`src/rtl/ipi_match_pkg.sv`:
```
// Shared types and encodings for the interrupt destination matcher.
// Assumes the command word layout fixed by the requirements.
package ipi_match_pkg;

    typedef enum logic [1:0] {
        SH_DEST   = 2'b00,
        SH_SELF   = 2'b01,
        SH_ALL    = 2'b10,
        SH_OTHERS = 2'b11
    } shorthand_e;

    typedef struct packed {
        shorthand_e  sh;
        logic        logical;
        logic [2:0]  dmode;
        logic [7:0]  dest;
    } ipi_cmd_t;

    localparam logic [2:0] DM_LOWEST   = 3'b001;
    localparam logic [3:0] FMT_FLAT    = 4'hF;
    localparam logic [3:0] FMT_CLUSTER = 4'h0;

endpackage

```
`src/rtl/ipi_cmd_decode.sv`:
```
// Pulls the addressing fields out of the two command words.
// Assumes 32-bit words; bits not listed are ignored.
module ipi_cmd_decode
    import ipi_match_pkg::*;
(
    input  logic [31:0] cmd_lo_i,
    input  logic [31:0] cmd_hi_i,
    output ipi_cmd_t    cmd_o
);
    logic unused_bits;

    // Field extraction from the low and high words.
    always_comb begin
        cmd_o.sh      = shorthand_e'(cmd_lo_i[19:18]);
        cmd_o.logical = cmd_lo_i[11];
        cmd_o.dmode   = cmd_lo_i[10:8];
        cmd_o.dest    = cmd_hi_i[31:24];
    end

    assign unused_bits = ^{cmd_lo_i[31:20], cmd_lo_i[17:12], cmd_lo_i[7:0], cmd_hi_i[23:0]};

endmodule

```
`src/rtl/ipi_target_match.sv`:
```
// Decides whether one target is addressed by a decoded command.
// Assumes is_self_i is already resolved against the sender index.
module ipi_target_match
    import ipi_match_pkg::*;
(
    input  ipi_cmd_t    cmd_i,
    input  logic        is_self_i,
    input  logic [7:0]  phys_id_i,
    input  logic [7:0]  log_id_i,
    input  logic [3:0]  fmt_i,
    output logic        hit_o
);
    logic phys_hit;
    logic log_hit;

    // Physical compare, with broadcast.
    always_comb begin
        phys_hit = (cmd_i.dest == 8'hFF) || (cmd_i.dest == phys_id_i);
    end

    // Logical compare chosen by the format model.
    always_comb begin
        case (fmt_i)
            FMT_FLAT:    log_hit = |(log_id_i & cmd_i.dest);
            FMT_CLUSTER: log_hit = (log_id_i[7:4] == cmd_i.dest[7:4]) &&
                                   (|(log_id_i[3:0] & cmd_i.dest[3:0]));
            default:     log_hit = 1'b0;
        endcase
    end

    // Shorthand selects the source of the decision.
    always_comb begin
        case (cmd_i.sh)
            SH_DEST:   hit_o = cmd_i.logical ? log_hit : phys_hit;
            SH_SELF:   hit_o = is_self_i;
            SH_ALL:    hit_o = 1'b1;
            SH_OTHERS: hit_o = !is_self_i;
            default:   hit_o = 1'b0;
        endcase
    end

endmodule

```
`src/rtl/ipi_lowest_pick.sv`:
```
// Keeps only the highest-indexed set bit of a vector; zero stays zero.
// Assumes N is at least 1.
module ipi_lowest_pick #(
    parameter int N = 4
) (
    input  logic [N-1:0] req_i,
    output logic [N-1:0] pick_o
);
    // Scan upward so the last set bit wins.
    always_comb begin
        pick_o = '0;
        for (int k = 0; k < N; k++) begin
            if (req_i[k]) begin
                pick_o    = '0;
                pick_o[k] = 1'b1;
            end
        end
    end

endmodule

```
`src/rtl/ipi_dest_match.sv`:
```
// Top of the destination matcher: decodes the command, evaluates every
// target in parallel, optionally reduces to one target and registers
// the result with a valid pulse. Assumes sender_i < N_TGT.
module ipi_dest_match
    import ipi_match_pkg::*;
#(
    parameter int N_TGT = 4,
    localparam int SND_W = (N_TGT > 1) ? $clog2(N_TGT) : 1
) (
    input  logic                 clk,
    input  logic                 rst_n,
    input  logic                 send_i,
    input  logic [31:0]          cmd_lo_i,
    input  logic [31:0]          cmd_hi_i,
    input  logic [SND_W-1:0]     sender_i,
    input  logic [N_TGT*8-1:0]   tgt_id_i,
    input  logic [N_TGT*8-1:0]   tgt_lid_i,
    input  logic [N_TGT*4-1:0]   tgt_fmt_i,
    output logic [N_TGT-1:0]     match_o,
    output logic                 valid_o
);
    ipi_cmd_t          cmd;
    logic [N_TGT-1:0]  raw_hit;
    logic [N_TGT-1:0]  one_hit;
    logic [N_TGT-1:0]  sel_hit;
    logic [N_TGT-1:0]  match_q;
    logic              valid_q;

    ipi_cmd_decode u_dec (
        .cmd_lo_i (cmd_lo_i),
        .cmd_hi_i (cmd_hi_i),
        .cmd_o    (cmd)
    );

    for (genvar g = 0; g < N_TGT; g++) begin : g_tgt
        ipi_target_match u_tm (
            .cmd_i     (cmd),
            .is_self_i (sender_i == SND_W'(g)),
            .phys_id_i (tgt_id_i[g*8 +: 8]),
            .log_id_i  (tgt_lid_i[g*8 +: 8]),
            .fmt_i     (tgt_fmt_i[g*4 +: 4]),
            .hit_o     (raw_hit[g])
        );
    end

    ipi_lowest_pick #(.N(N_TGT)) u_pick (
        .req_i  (raw_hit),
        .pick_o (one_hit)
    );

    // Choose the reduced vector for lowest-priority delivery.
    always_comb begin
        sel_hit = (cmd.dmode == DM_LOWEST) ? one_hit : raw_hit;
    end

    // Register the result on a send and pulse valid.
    always_ff @(posedge clk) begin
        if (!rst_n) begin
            match_q <= '0;
            valid_q <= 1'b0;
        end else begin
            valid_q <= send_i;
            if (send_i) begin
                match_q <= sel_hit;
            end
        end
    end

    assign match_o = match_q;
    assign valid_o = valid_q;

endmodule

```
`config.mk`:
```
export PLATFORM = sky130hd
export DESIGN_NAME = ipi_dest_match
export DESIGN_NICKNAME = d
export VERILOG_FILES = /design/src/rtl/ipi_match_pkg.sv /design/src/rtl/ipi_cmd_decode.sv /design/src/rtl/ipi_target_match.sv /design/src/rtl/ipi_lowest_pick.sv /design/src/rtl/ipi_dest_match.sv
export SDC_FILE = /design/constraint.sdc
export NUM_CORES = 1
export LEC_CHECK = 0
export BUFFER_PORTS_ARGS = -buffer_cell sky130_fd_sc_hd__buf_4
export CAP_MARGIN = 20
export CORE_UTILIZATION = 36
export CTS_BUF_LIST = sky130_fd_sc_hd__clkbuf_16
export DETAILED_ROUTE_END_ITERATION = 7
export PLACE_DENSITY = 0.95
export SLEW_MARGIN = 15
export SYNTH_ARGS = -nofsm -noshare
export SYNTH_HDL_FRONTEND = slang
export SYNTH_SLANG_ARGS = --single-unit
```
`constraint.sdc`:
```
create_clock -name clk -period 3.6 [get_ports clk]
set_clock_uncertainty 0.05 [all_clocks]
set_input_delay 0.72 -clock clk [delete_from_list [all_inputs] [get_ports clk]]
set_output_delay 0.72 -clock clk [all_outputs]
set_load 0.01 [all_outputs]
```
Word-level counts from Yosys, hierarchy flattened
Cells that the tools add are included.
{"block": "word_totals", "reg_bits": 5, "inputBits": 149, "out_inout_bits": 5, "elab_cells": 73}
{"block": "classes", "eq_ne": 20, "muxes": 17, "bitwise": 8, "n_reduce_logical": 26}
{"operator": "AND 8 bit", "n": 4}
{"operator": "equality test 8 bit", "n": 4}
{"operator": "OR reduction 8 bit", "n": 4}
{"operator": "AND 4 bit", "n": 4}
{"operator": "equality test 4 bit", "n": 4}
{"operator": "equality test 4 bit, second input constant", "n": 4}
{"operator": "zero test 4 bit", "n": 4}
{"operator": "case mux 1 bit (4 select lines)", "n": 4}
{"operator": "OR reduction 4 bit", "n": 4}
{"operator": "equality test 2 bit, second input constant", "n": 4}
{"operator": "equality test 8 bit, second input constant", "n": 1}
{"operator": "2-to-1 mux 4 bit", "n": 2}
{"operator": "case mux 1 bit (2 select lines)", "n": 4}
{"operator": "2-to-1 mux 1 bit", "n": 5}
{"operator": "equality test 2 x 1 -> 1 bit, second input constant", "n": 2}
{"operator": "logical AND 1 bit", "n": 4}
{"operator": "zero test 1 bit", "n": 4}
{"operator": "zero test 2 bit", "n": 2}
{"operator": "logical OR 1 bit", "n": 4}
{"operator": "equality test 3 x 1 -> 1 bit, second input constant", "n": 1}
{"operator": "2-to-1 mux 3 bit", "n": 1}
{"operator": "2-to-1 mux 2 bit", "n": 1}

Logic depth before layout (Yosys ltp)
Gate-level depths: netlist (run 1).
{"block": "depth", "word_depth": 11, "depth_mapped": 7, "ltp_nobuf": 7}

By module
Synthesis (run 1) repeated with hierarchy kept, for this count alone.
{"block": "unflattened", "hier_cells": 170, "hier_area_um2": 1398.8}
{"mod": "ipi_target_match", "instances": 4, "cells_per_inst": 32, "area_per_inst_um2": 256.5, "seq_area_each_um2": 0.0}
{"mod": "ipi_dest_match", "instances": 1, "cells_per_inst": 24, "area_per_inst_um2": 231.5, "seq_area_each_um2": 100.1}
{"mod": "ipi_cmd_decode", "instances": 1, "cells_per_inst": 14, "area_per_inst_um2": 105.1, "seq_area_each_um2": 0.0}
{"mod": "ipi_lowest_pick", "instances": 1, "cells_per_inst": 4, "area_per_inst_um2": 36.3, "seq_area_each_um2": 0.0}

Worst setup path before layout (run 1)
OpenSTA, ideal clock, no wires.
{"block": "synth_timing", "kind": "input to register", "from": "in cmd_hi_i[31]", "to": "reg match_q[2] (netlist: match_o[2])", "setup_time_ns": 0.112, "arrival_ns": 2.003, "required_ns": 3.438, "slack_ns": 1.435, "cell_stages": 6, "path_buffers": 0, "cell_sequence": "ha_1 -> nor4_1 -> nand2_1 -> o211ai_1 -> a41oi_2 -> a2111oi_1"}
{"block": "synth_via", "elab_chain_len": 8, "elab_cells_between_ends": 22, "classes_between": "5 x eq/ne; 9 x mux; 2 x bitwise; 6 x reduce/logical"}
{"element": "start: declaration", "line": "ipi_dest_match.sv:14", "rtl": "input logic [31:0] cmd_hi_i,"}
{"element": "AND 8 bit / equality test 4 bit (equally long branches)", "line": "ipi_target_match.sv:24, ipi_target_match.sv:25"}
{"element": "OR reduction 8 bit / logical AND 1 bit (equally long branches)", "line": "ipi_target_match.sv:24, ipi_target_match.sv:25"}
{"element": "case mux 1 bit (2 select lines)", "line": "ipi_target_match.sv:23", "rtl": "case (fmt_i)"}
{"element": "2-to-1 mux 1 bit", "line": "ipi_target_match.sv:34", "rtl": "SH_DEST: hit_o = cmd_i.logical ? log_hit : phys_hit;"}
{"element": "case mux 1 bit (4 select lines)", "line": "ipi_target_match.sv:33", "rtl": "case (cmd_i.sh)"}
{"element": "2-to-1 mux 3 bit", "line": "ipi_lowest_pick.sv:13", "rtl": "if (req_i[k]) begin"}
{"element": "2-to-1 mux 4 bit", "line": "ipi_lowest_pick.sv:13"}
{"element": "2-to-1 mux 4 bit (*)", "line": "ipi_dest_match.sv:53", "rtl": "sel_hit = (cmd.dmode == DM_LOWEST) ? one_hit : raw_hit;"}
{"element": "end signal: assignment", "line": "ipi_dest_match.sv:64", "rtl": "match_q <= sel_hit;"}
{"element": "end: declaration", "line": "ipi_dest_match.sv:26", "rtl": "logic [N_TGT-1:0] match_q;"}
Every way passes the cells marked *; elsewhere a longest branch is shown, timed or not.
A chain may end at the register's enable or synchronous reset.

Worst setup path in the final report (run 1)
{"block": "layout_timing", "from": "in cmd_hi_i[29]", "to": "reg match_q[2] (netlist: match_o[2])"}
Same word-level chain as after synthesis.

==> impl_metrics.csv, run 1 <==
group,metric,value,unit
clocking,post_cts_buffers,0,
clocking,clock_latency,0.23,ns
power_and_ir_drop,switching_share,0.2791,
setup_path,rr_startpoint,"match_o[2]",
sta,timing.hold.ws,0.3957,ns
clocking,clock_path_buffers,2,
clocking,tritoncts,"yes",
clocking,cts.sink_count,5,
sta,setup_violations,0,
setup_path,rrSetupSlack,2.74,ns
setup_path,r2r_cells,2,
global_route,grt_pass1_vias,1607,
global_route,antenna_found_initial,0,
detailed_routing,routedWlPerCell,15.39,microns
logic_synthesis,synth_cell_types,41,
die,die_w,60.72,microns
final_layout,fin_area,2082,sq um
sta,maxSlewHeadroom,0.7294,
logic_synthesis,synth_edf_count,0,
logic_synthesis,synth_nets,317,
power_and_ir_drop,p_comb_frac,0.472,
final_layout,diodes,0,
clocking,cts_root_buffer,"clkbuf_16",
final_layout,layout-drive-gt1-share,0.4640,
setup_path,crit_type,"primary input to flop",
detailed_routing,vias_per_cell,5.293,
global_route,grt_pass1_wl,6817,microns
power_and_ir_drop,switchingPower,0.1281,mW
detailed_routing,drt_iter0_drc,59,
logic_synthesis,synthTopCellsByArea,"xnor2_1 (24%), ha_1 (16%), dfxtp_1 (8.1%), nand4_1 (5.5%), nor4_1 (5.0%)",
global_route,grtUsageTotal,0.2530,
setup_path,cp.required,3.66,ns
place,io_buffers,103,
die,die_area,3686,sq um
power_and_ir_drop,p_seq_frac,0.135,
hold_path,whs_endpoint,"match_o[0]",
clocking,cts_buffers,3,
clocking,ctsResizeCount,0,
detailed_routing,drc_errors,0,
setup_path,cp.arrival,2.39,ns
die,die_y,60.72,microns
logic_synthesis,synth_area_per_cell,8.166,sq um
sta,grt_setup_unrepaired,"false",
die,initial_core_util,0.3937,
place,post-place-ws,1.044,ns
detailed_routing,antenna_left,0,
place,place_inst,290,
power_and_ir_drop,power_frac_clock,0.393,
power_and_ir_drop,finalPower,0.4591,mW
setup_path,end_kind,"flop",
run_status,status,"complete, no violations",
sta,drv_slew,0,
logic_synthesis,yosys.area.top_type,"xnor2_1",
sta,period_minus_slack,2.329,ns
final_layout,finalNonFillerCells,294,
setup_path,r2r_end,"match_o[2]",
power_and_ir_drop,p_int,0.3309,mW
global_route,grt_max_degree,10,
sta,max_freq,429.3,MHz
logic_synthesis,ys_seq_elements,5,
power_and_ir_drop,vdd_drop_max,0.0001126,V
clocking,clk_pin_slew_worst_paths,0.03,ns
place,dpl-instance-area,2003,sq um
detailed_routing,dr.pass1.iters,4,
setup_path,cp_max_fo,9,
sta,period_share,0.6470,
detailed_routing,vias,1556,
final_layout,final_core_util,0.6603,
power_and_ir_drop,p_per_area,220.5,nW/um^2
detailed_routing,wirelength,4524,microns
logic_synthesis,synthArstFlopShare,0,
place,place_hpwl,3915,microns
logic_synthesis,netlist_instances,152,
die,rows,20,
final_layout,syn_to_final_growth,67.74,%
die,ioPinCount,154,
final_layout,fin_nets,416,
sta,hold_viol,0,
sta,tns,0,ns
clocking,postCtsHoldBufs,0,
global_route,grt_overflow,0,
die,core_area,3153,sq um
job,maxCapViolCount,0,
sta,worst_slack,1.271,ns
logic_synthesis,ys_warn_count,0,
power_and_ir_drop,leakagePower,0.9272,nW
clocking,htree_num_levels,1,
place,place.gp.congestion,0.8421,
hold_path,hold_path_depth,2,
logic_synthesis,syn_area,1241,sq um
setup_path,crit_start,"cmd_hi_i[29]",
hold_path,hp-class,"flop to flop",
logic_synthesis,ys.flop_type,"dfxtp_1",
logic_synthesis,synth_top_area_share,0.2399,
setup_path,start_kind,"primary input",
logic_synthesis,ys_seq_area_frac,0.08065,
hold_path,hold_start,"match_o[0]",
sta,tightest_slew,0.4006,ns
layout by cell type, fill, tap and decap left out, drive strengths merged, types with 2 or more instances in the layout:
| master | synthesis | routed |
|---|---|---|
| a221oi | 2 | 2 |
| nor4 | 10 | 10 |
| nor2 | 7 | 7 |
| nand3 | 4 | 4 |
| nor3 | 2 | 2 |
| o21ai | 3 | 3 |
| and4 | 3 | 3 |
| a21oi | 7 | 7 |
| inv | 3 | 4 |
| nand2 | 10 | 10 |
| xnor2 | 34 | 34 |
| a22oi | 4 | 4 |
| clkbuf | 0 | 3 |
| dfxtp | 5 | 5 |
| o211ai | 4 | 4 |
| ha | 16 | 16 |
| buf | 9 | 103 |
| nand4 | 11 | 11 |
| a22o | 2 | 2 |
kinds of logic (layout without fill, tap and decap cells):
logic type	after synthesis	count (layout)	synth area share
fa+ha+maj	16	16	0.1613
simple gates	54	54	0.2530
compound gates	29	29	0.1875
xor+xnor	35	35	0.2470
buf+inv	12	110	0.06250
flops	5	5	0.08065
mux	1	1	0.008065
power groups by stage:
stage,combinational [mW],sequential [mW],clock (mW)
floorplan,0.0990,0.0647,0
global placement,0.210,0.0626,0
detailed placement,0.217,0.0627,0
CTS,0.218,0.0620,0.181
global route,0.236,0.0624,0.184
finish,0.217,0.0619,0.181
cell type report:
class	instances	area, sq um
inverter	3	11.26
multi-input combinational	135	1064
clock inverter	1	3.754
fill	275	1071
tap	44	55.05
timing repair buffer	103	773.2
sequential	5	100.1
clock buffer	3	75.07
flip-flops by register name, summed over array words and instances, names as in the netlist:
register and cells:
valid_o 1, match_o 4
synth_stat cells, types with 3 or more instances:
master	n
a21oi_1	6
a22oi_1	4
buf_2	5
buf_6	3
dfxtp_1	5
ha_1	16
inv_1	3
nand2_1	10
nand3_1	4
nand4_1	11
nor2_1	6
nor4_1	10
o211ai_1	4
xnor2_1	34
how the worst max path moves through the flow:
stage                       endpoint  cells past startpoint
after floorplan           match_o[2]                      6
after global placement    match_o[2]                      7
after detailed placement  match_o[2]                      7
after CTS                 match_o[2]                      7
after global routing      match_o[3]                      8
final                     match_o[2]                      7
worst max-delay path, cell delays in order:
cell and delay, ns:
buf_4 0.17, ha_1 0.30, nor4_1 0.28, nand2_1 0.08, o211ai_1 0.22, a41oi_2 0.19
a2111oi_1 0.42
metal layers:
metal	part of all wire	GRT usage
met1	0.40	0.2830
met3	0.11	0.05117
met2	0.48	0.4725
met4	0.011	0.08766
met5	0	0
No activity file was read; power rests on OpenSTA's default activity.
==> run 2, diff against run 1 <==
Settings changed: CORE_UTILIZATION 36 to 33, PLACE_DENSITY 0.95 to 0.92.
Clock period 3.6 ns to 2.35 ns, I/O delays scaled along.
==> run 2 against run 1 <==
  * Via count up 0.58%
  * Cell area increased by 0.84%
  * Setup slack worse by 0.96 ns
  * First-iteration DRC count fell by 3.4%
  * Register-to-register slack worse by 1.2 ns
  * Die area grew 8.8%
  * Non-clock buffer count rose by 2
  * Core utilization down 5.5 points
  * Critical endpoint unchanged
  * Largest power group unchanged
==> impl_metrics.csv, run 2 (synthesized netlist as in run 1, its figures left out) <==
group,metric,value,unit
run_status,status,"complete, no violations",
power_and_ir_drop,power_frac_clock,0.392,
detailed_routing,antenna_left,0,
die,die_area,4011,sq um
power_and_ir_drop,p_comb_frac,0.473,
final_layout,nFillCells,318,
setup_path,rrSetupSlack,1.53,ns
sta,tns,0,ns
die,die_y,63.33,microns
setup_path,r2r_cells,2,
die,initial_core_util,0.3579,
clocking,clk_pin_slew_worst_paths,0.03,ns
clocking,cts_root_buffer,"clkbuf_16",
detailed_routing,vias_per_cell,5.252,
die,rows,21,
clocking,htree_num_levels,1,
detailed_routing,wirelength,4456,microns
global_route,antenna_found_initial,0,
clocking,tritoncts,"yes",
clocking,ctsResizeCount,0,
setup_path,crit_type,"primary input to flop",
detailed_routing,drt_iter0_drc,57,
power_and_ir_drop,leakagePower,0.9368,nW
final_layout,multiInputGateArea,1064,sq um
sta,grt_setup_unrepaired,"false",
sta,period_share,0.8683,
setup_path,end_kind,"flop",
final_layout,syn_to_final_growth,69.15,%
final_layout,most-common-layout-cells,"buf_4 (105), xnor2_1 (34), ha_1 (16)",
detailed_routing,dr.pass1.iters,4,
sta,hold_viol,0,
power_and_ir_drop,switching_share,0.2821,
final_layout,final_common_cell,"buf_4",
die,die_w,63.33,microns
power_and_ir_drop,vdd_drop_max,0.0001961,V
sta,max_freq,490.1,MHz
hold_path,whs_endpoint,"match_o[2]",
sta,setup_violations,0,
job,maxCapViolCount,0,
final_layout,largest_register_ffs,4,
clocking,post_cts_buffers,0,
final_layout,layout-drive-gt1-share,0.4683,
clocking,cts_buffers,3,
die,core_area,3468,sq um
clocking,cts.sink_count,5,
setup_path,r2r_end,"match_o[2]",
clocking,clock_latency,0.22,ns
sta,timing.hold.ws,0.4304,ns
final_layout,diodes,0,
sta,drv_slew,0,
power_and_ir_drop,switchingPower,0.2000,mW
sta,period_minus_slack,2.041,ns
detailed_routing,vias,1565,
place,io_buffers,103,
hold_path,hp-class,"primary input to flop",
hold_path,hold_path_depth,2,
die,ioPinCount,154,
setup_path,cp_max_fo,9,
detailed_routing,routedWlPerCell,14.95,microns
global_route,grt_pass1_wl,7010,microns
setup_path,start_kind,"primary input",
power_and_ir_drop,p_seq_frac,0.135,
power_and_ir_drop,p_per_area,337.7,nW/um^2
clocking,clock_path_buffers,2,
place,place.gp.congestion,0.8337,
hold_path,hold_start,"send_i",
global_route,grt_max_degree,10,
power_and_ir_drop,p_int,0.5090,mW
global_route,grtUsageTotal,0.2236,
global_route,grt_pass1_vias,1584,
sta,tightest_slew,0.4406,ns
sta,maxSlewHeadroom,0.7024,
setup_path,cp.required,2.41,ns
setup_path,cp.arrival,2.10,ns
place,place_hpwl,3720,microns
clocking,postCtsHoldBufs,0,
final_layout,fin_nets,418,
final_layout,seq_area,100.1,sq um
setup_path,rr_startpoint,"match_o[2]",
detailed_routing,drc_errors,0,
global_route,grt_overflow,0,
-- run 2: layout make-up --
type	instances	area share
Clock buffer	3	0.03576
Clock inverter	1	0.001788
Inverter	3	0.005364
Multi-Input combinational cell	135	0.5066
Sequential cell	5	0.04768
Tap cell	46	0.02741
Timing Repair Buffer	105	0.3754
-- run 2: how the worst max path moves through the flow --
stage / startpoint / to / slack (ns) / cells past startpoint
floorplan: cmd_hi_i[31] / match_o[2] / 0.43 / 6
global placement: cmd_hi_i[29] / match_o[2] / 0.1 / 7
detailed placement: cmd_hi_i[29] / match_o[2] / 0.06 / 7
CTS: cmd_hi_i[29] / match_o[2] / 0.29 / 7
global route: cmd_hi_i[30] / match_o[0] / 0.19 / 9
finish: cmd_hi_i[29] / match_o[2] / 0.31 / 7
-- run 2: worst max-delay path, stage by stage --
cell	delay [ns]
buf_4	0.17
ha_1	0.31
nor4_1	0.27
nand2_1	0.08
o211ai_1	0.23
a41oi_2	0.18
a2111oi_1	0.39
-- run 2: stage by stage --
stage | total power, mW | instances | setup WS [ns] | area (sq um) | utilization
6_report | 0.7090 | 298 | 0.3095 | 2100 | 0.6053
5_1_grt | 0.7550 | 298 | 0.1928 | 2100 | 0.6053
4_1_cts | 0.7126 | 298 | 0.2898 | 2100 | 0.6053
3_5_place_dp | 0.4307 | 294 | 0.05690 | 2021 | 0.5826
3_3_place_gp | 0.4220 | 294 | 0.09726 | 2021 | 0.5826
2_1_floorplan | 0.2508 | 152 | 0.4348 | 1241 | -
-- run 2: power groups by stage --
stage               registers (mW)  logic, mW  clock network [mW]
detailed placement          0.0963      0.334                   0
floorplan                   0.0991      0.152                   0
finish                      0.0957      0.335               0.278
CTS                         0.0958      0.337               0.280
global route                0.0961      0.367               0.292
global placement            0.0960      0.326                   0
-- run 2: layer usage --
layer,track usage,part of all wire
met1,0.2587,0.41
met2,0.4136,0.50
met3,0.04348,0.077
met4,0.05398,0.010
met5,0,0
